$ cat src/rtl/bkerr_pkg.sv
package bkerr_pkg;
  typedef enum logic [1:0] {
    ST_IDLE   = 2'd0,
    ST_HOLD   = 2'd1,
    ST_REINIT = 2'd2
  } rec_state_e;
endpackage

$ cat src/rtl/bkerr_qual.sv
module bkerr_qual #(
  parameter int QUAL_CYCLES = 5
) (
  input  logic mclk,
  input  logic rst_n,
  input  logic fault_n,
  output logic qualified
);
  localparam int CW = $clog2(QUAL_CYCLES + 1);
  localparam logic [CW-1:0] LIMIT = CW'(QUAL_CYCLES);

  logic [CW-1:0] run_q, run_d;

  always_comb begin
    if (fault_n)           run_d = '0;
    else if (run_q == LIMIT) run_d = run_q;
    else                   run_d = run_q + 1'b1;
  end

  always_ff @(posedge mclk or negedge rst_n) begin
    if (!rst_n) run_q <= '0;
    else        run_q <= run_d;
  end

  assign qualified = (run_q == LIMIT);
endmodule

$ cat src/rtl/bkerr_timer.sv
module bkerr_timer #(
  parameter int W = 8
) (
  input  logic         mclk,
  input  logic         rst_n,
  input  logic         load,
  input  logic [W-1:0] load_val,
  output logic         expired
);
  logic [W-1:0] cnt_q, cnt_d;

  always_comb begin
    if (load)             cnt_d = load_val;
    else if (cnt_q != '0) cnt_d = cnt_q - 1'b1;
    else                  cnt_d = cnt_q;
  end

  always_ff @(posedge mclk or negedge rst_n) begin
    if (!rst_n) cnt_q <= '0;
    else        cnt_q <= cnt_d;
  end

  assign expired = (cnt_q == '0);
endmodule

$ cat src/rtl/bkerr_mask.sv
module bkerr_mask #(
  parameter int NUM_CH     = 8,
  parameter int REDUCED_CH = 6
) (
  input  logic              active,
  input  logic              reduced,
  output logic [NUM_CH-1:0] mask
);
  for (genvar i = 0; i < NUM_CH; i++) begin : g_ch
    if (i < REDUCED_CH) begin : g_core
      assign mask[i] = active;
    end else begin : g_upper
      assign mask[i] = active & ~reduced;
    end
  end
endmodule

$ cat src/rtl/bkerr_recovery.sv
module bkerr_recovery #(
  parameter int NUM_CH      = 8,
  parameter int REDUCED_CH  = 6,
  parameter int QUAL_CYCLES = 5,
  parameter int CLK_KHZ     = 24576,
  parameter int HOLD_MS     = 5,
  parameter int REINIT_CYC  = 1024
) (
  input  logic              mclk,
  input  logic              rst_n,
  input  logic              fault_n,
  input  logic              six_ch,
  output logic [NUM_CH-1:0] chan_fault,
  output logic              busy
);
  import bkerr_pkg::*;

  localparam int HOLD_CYC = CLK_KHZ * HOLD_MS;
  localparam int MAX_CYC  = (HOLD_CYC > REINIT_CYC) ? HOLD_CYC : REINIT_CYC;
  localparam int TW       = $clog2(MAX_CYC + 1);
  localparam logic [TW-1:0] HOLD_LD   = TW'(HOLD_CYC - 1);
  localparam logic [TW-1:0] REINIT_LD = TW'(REINIT_CYC - 1);

  rec_state_e    state_q, state_d;
  logic          reduced_q, reduced_d;
  logic          qualified, expired;
  logic          tmr_load;
  logic [TW-1:0] tmr_val;

  bkerr_qual #(.QUAL_CYCLES(QUAL_CYCLES)) u_qual (
    .mclk(mclk), .rst_n(rst_n), .fault_n(fault_n), .qualified(qualified)
  );

  bkerr_timer #(.W(TW)) u_timer (
    .mclk(mclk), .rst_n(rst_n), .load(tmr_load), .load_val(tmr_val),
    .expired(expired)
  );

  always_comb begin
    state_d   = state_q;
    reduced_d = reduced_q;
    tmr_load  = 1'b0;
    tmr_val   = HOLD_LD;
    unique case (state_q)
      ST_IDLE: if (qualified) begin
        state_d   = ST_HOLD;
        reduced_d = six_ch;
        tmr_load  = 1'b1;
      end
      ST_HOLD: if (expired) begin
        tmr_load = 1'b1;
        if (!qualified) begin
          state_d = ST_REINIT;
          tmr_val = REINIT_LD;
        end
      end
      ST_REINIT: if (qualified) begin
        state_d   = ST_HOLD;
        reduced_d = six_ch;
        tmr_load  = 1'b1;
      end else if (expired) begin
        state_d = ST_IDLE;
      end
      default: state_d = ST_IDLE;
    endcase
  end

  always_ff @(posedge mclk or negedge rst_n) begin
    if (!rst_n) begin
      state_q   <= ST_IDLE;
      reduced_q <= 1'b0;
    end else begin
      state_q   <= state_d;
      reduced_q <= reduced_d;
    end
  end

  assign busy = (state_q != ST_IDLE);

  bkerr_mask #(.NUM_CH(NUM_CH), .REDUCED_CH(REDUCED_CH)) u_mask (
    .active(busy), .reduced(reduced_q), .mask(chan_fault)
  );
endmodule

$ cat config.mk
export PLATFORM = sky130hd
export DESIGN_NAME = bkerr_recovery
export DESIGN_NICKNAME = d
export VERILOG_FILES = /design/src/rtl/bkerr_pkg.sv /design/src/rtl/bkerr_qual.sv /design/src/rtl/bkerr_timer.sv /design/src/rtl/bkerr_mask.sv /design/src/rtl/bkerr_recovery.sv
export SDC_FILE = /design/constraint.sdc
export NUM_CORES = 1
export LEC_CHECK = 0
export ABC_AREA = 1
export BUFFER_PORTS_ARGS = -buffer_cell sky130_fd_sc_hd__buf_2
export CAP_MARGIN = 15
export CORE_ASPECT_RATIO = 1.1
export CORE_MARGIN = 4
export CORE_UTILIZATION = 40
export CTS_BUF_LIST = sky130_fd_sc_hd__clkbuf_16
export DETAILED_ROUTE_END_ITERATION = 12
export GPL_ROUTABILITY_DRIVEN = 1
export HOLD_SLACK_MARGIN = 0.1
export SLEW_MARGIN = 20
export SYNTH_ARGS = -nofsm -noshare
export SYNTH_HDL_FRONTEND = slang
export SYNTH_SLANG_ARGS = --single-unit
$ cat constraint.sdc
create_clock -name mclk -period 2 [get_ports mclk]
set_clock_uncertainty 0.1 [all_clocks]
set_input_delay 0.1 -clock mclk [delete_from_list [all_inputs] [get_ports mclk]]
set_output_delay 0.1 -clock mclk [all_outputs]
set_load 0.01 [all_outputs]
==> results_dict.tcl <==
set metrics [dict create \
    area_delta_synth_final_pct 11.5 \
    cts_buffer_depth 2 \
    yosys.area.top_type_share 0.387 \
    synth.distinct_cells 24 \
    p_sw_frac 0.415 \
    worstPathMaxFanout 13 \
    cts_buffers 3 \
    startpoint "u_timer.cnt_q[0]$_DFFE_PN0P_" \
    synth_area_um2 1490 \
    reg2reg_to "u_timer.cnt_q[12]$_DFFE_PN0P_" \
    p_per_area_nw_per_um2 1360 \
    synth_cells 187 \
    tightest_slew_ps 531 \
    first_pass_iters 4 \
    hold_violations 0 \
    setup.worst_path.start_class "flip-flop" \
    internal_power_mw 1.32 \
    fill_cells 358 \
    synth-seq-cells 23 \
    min-delay-path-class "in2async" \
    worst_ep_arrival_time_ps 1830 \
    root_buffer "clkbuf_16" \
    power_frac_clock 0.194 \
    vias_per_cell 4.82 \
    core_um2 3470 \
    yosys_warnings 0 \
    grt_first_pass_wirelength_mm 5.22 \
    gp_congestion 0.808 \
    slew_violations 0 \
    synth_common_cells "40 x nand2_1, 30 x nor2_1, 23 x dfrtp_1, 18 x inv_1, 11 x nand3_1" \
    worstSetupPathType "reg2reg" \
    fin_cells 246 \
    antenna_found_initial 0 \
    synth_area_leaders "dfrtp_1 39%, nand2_1 10%, nor2_1 7.6%" \
    layout-drive-gt1-share 0.207 \
    end_kind "flip-flop" \
    comb_power_share 0.423 \
    postRouteAntennaNets 0 \
    grt_usage 0.142 \
    synth_compound_area_frac 0.0934 \
    cts_sinks 23 \
    ir_worst_vdd_v 0.000553 \
    fin_setup_tns_ps 0 \
    worstPathRequired_ps 2040 \
    synth.most_common_cell "nand2_1" \
    numPortBuffers 12 \
    grt_pass1_vias 1174 \
    syn_nets 195 \
    synth_adder_area_share 0.0336 \
    diodes 0 \
    synth_top_family_by_area "simple AND/OR/NAND/NOR gates" \
    dpl.hpwl_mm 2.35 \
    cts_post_setup_buffers_inserted 0 \
    leakagePower_nw 0.799 \
    synth_edf_count 0 \
    drc 0 \
    cap_violations 0 \
    clk_latency_ps 260 \
    synthMuxAreaShare 0 \
    path_clk_slew_ps 60 \
    r2r-start "u_timer.cnt_q[0]$_DFFE_PN0P_" \
    synth_xor_area_frac 0.0294 \
    p_sw_uw 939 \
    gr-total-overflow 0 \
    slew-limit-headroom 0.646 \
    run_status "completed" \
    post-route-min-period_ps 1790 \
    final_nets 207 \
    seqPwrFrac 0.383 \
    grt_max_degree 24 \
    routed_wl_mm 3.02 \
    finalCritPeriodShare 0.897 \
    setup_viol 0 \
    die-area_um2 4760 \
    rows 22 \
    h-tree-depth 1 \
    multiInputGateArea_um2 779 \
    r2r_cells 11 \
    drtIter0Drc 47 \
    ys_async_sr_fraction 1.00 \
    die_y_um 72.0 \
    fp.dieW_um 66.1 \
    start_util 0.429 \
    ff2ff_setup_slack_ps 210 \
    ys.flop_type "dfrtp_1" \
    io_pins 13 \
    syn_area_per_cell_um2 7.96 \
    cts_tree "built" \
    endpoint "u_timer.cnt_q[12]$_DFFE_PN0P_" \
    clock.fmax_mhz 558 \
    ys_seq_area_frac 0.387 \
    dr_total_vias 1185 \
    yosys.area_share.simple 0.364 \
    dp_cells 239 \
    yosys.area.top_type "dfrtp_1" \
    rsz0062_at_grt "false" \
    seqCellArea_um2 576 \
    wl_per_cell_um 12.3 \
]
[flip-flops by register name, summed over array words and instances (netlist names)]
| register | cells |
|---|---|
| u_qual.run_q | 3 |
| state_q | 2 |
| u_timer.cnt_q | 17 |
| reduced_q | 1 |
[through the flow]
stage,utilization,total power [mW],hold WS [ps],setup WS [ps],cell area (um2)
2_1_floorplan,-,1.66,-296,353,1490
3_3_place_gp,0.445,1.82,11.6,167,1540
3_5_place_dp,0.445,1.84,14.5,174,1540
4_1_cts,0.477,2.28,287,154,1650
5_1_grt,0.478,2.46,322,4.41,1660
6_report,0.478,2.26,254,207,1660
[power by group through the flow]
stage          registers [mW]  clock network [mW]  logic (mW)
5_1_grt                 0.895               0.472        1.09
6_report                0.865               0.440       0.957
4_1_cts                 0.866               0.444       0.973
3_3_place_gp            0.867                   0       0.951
2_1_floorplan           0.819                   0       0.846
3_5_place_dp            0.874                   0       0.962
[routing by layer]
metal / GRT usage / share of wire / vias to the layer above
met4: 0.0655 / 0.017 / 0
met5: 0 / 0 / -
met3: 0.0248 / 0.022 / 4
met1: 0.171 / 0.46 / 561
met2: 0.245 / 0.50 / 10
li1: - / - / 610
[placed cells by master (no fill, tap or decap), types with 2 or more instances in the layout]
cell type and count:
o211ai_2 3, o21ai_0 4, dlygate4sd3_1 3, nor2_2 5, nand3_1 11, nand2_2 7, nand2_1 40, nor2_1 30
xnor2_1 2, buf_2 12, xor2_1 3, nand3b_1 4, ha_1 4, nor2_4 5, nand4_1 3, a21oi_1 10
clkbuf_16 3, dfrtp_1 23, inv_1 18
[critical path, cell delays in order (launching register included)]
cell and delay [ps]:
dfrtp_1 410, inv_1 140, ha_1 190, inv_1 40, nor2_1 70, nand2_1 90, nor2_4 180, nand3_4 120
nand2_8 110, inv_4 100, nand2_1 70, a21oi_1 60
[cell families after synthesis]
logic type / Yosys count
flops: 23
compound gates: 20
fa+ha+maj: 4
buf+inv: 27
simple gates: 108
xor+xnor: 5
[worst min path at each step]
stage,start,end,slack (ps)
global placement,rst_n,u_timer.cnt_q[9]$_DFFE_PN0P_,10
detailed placement,rst_n,u_timer.cnt_q[9]$_DFFE_PN0P_,10
finish,rst_n,u_timer.cnt_q[9]$_DFFE_PN0P_,250
global route,rst_n,u_timer.cnt_q[3]$_DFFE_PN0P_,320
CTS,rst_n,u_timer.cnt_q[9]$_DFFE_PN0P_,290
floorplan,rst_n,reduced_q$_DFFE_PN0P_,-300
[what timing repair did]
| action | in CTS | in global routing |
|---|---|---|
| hold endpoints to repair | 27 | 0 |
| hold buffers | 3 | 0 |
| gates resized for setup | 0 | 1 |
| endpoints found under the setup margin | 0 | 1 |
[cell type report]
| type | instances | area share |
|---|---|---|
| clock buffers | 3 | 0.0452 |
| clock inverters | 1 | 0.00302 |
| inverters | 19 | 0.0445 |
| multi-input cells | 137 | 0.470 |
| flip-flops and latches | 23 | 0.347 |
| well taps | 48 | 0.0362 |
| repair buffers | 15 | 0.0543 |
No activity file was read; power rests on OpenSTA's default activity.
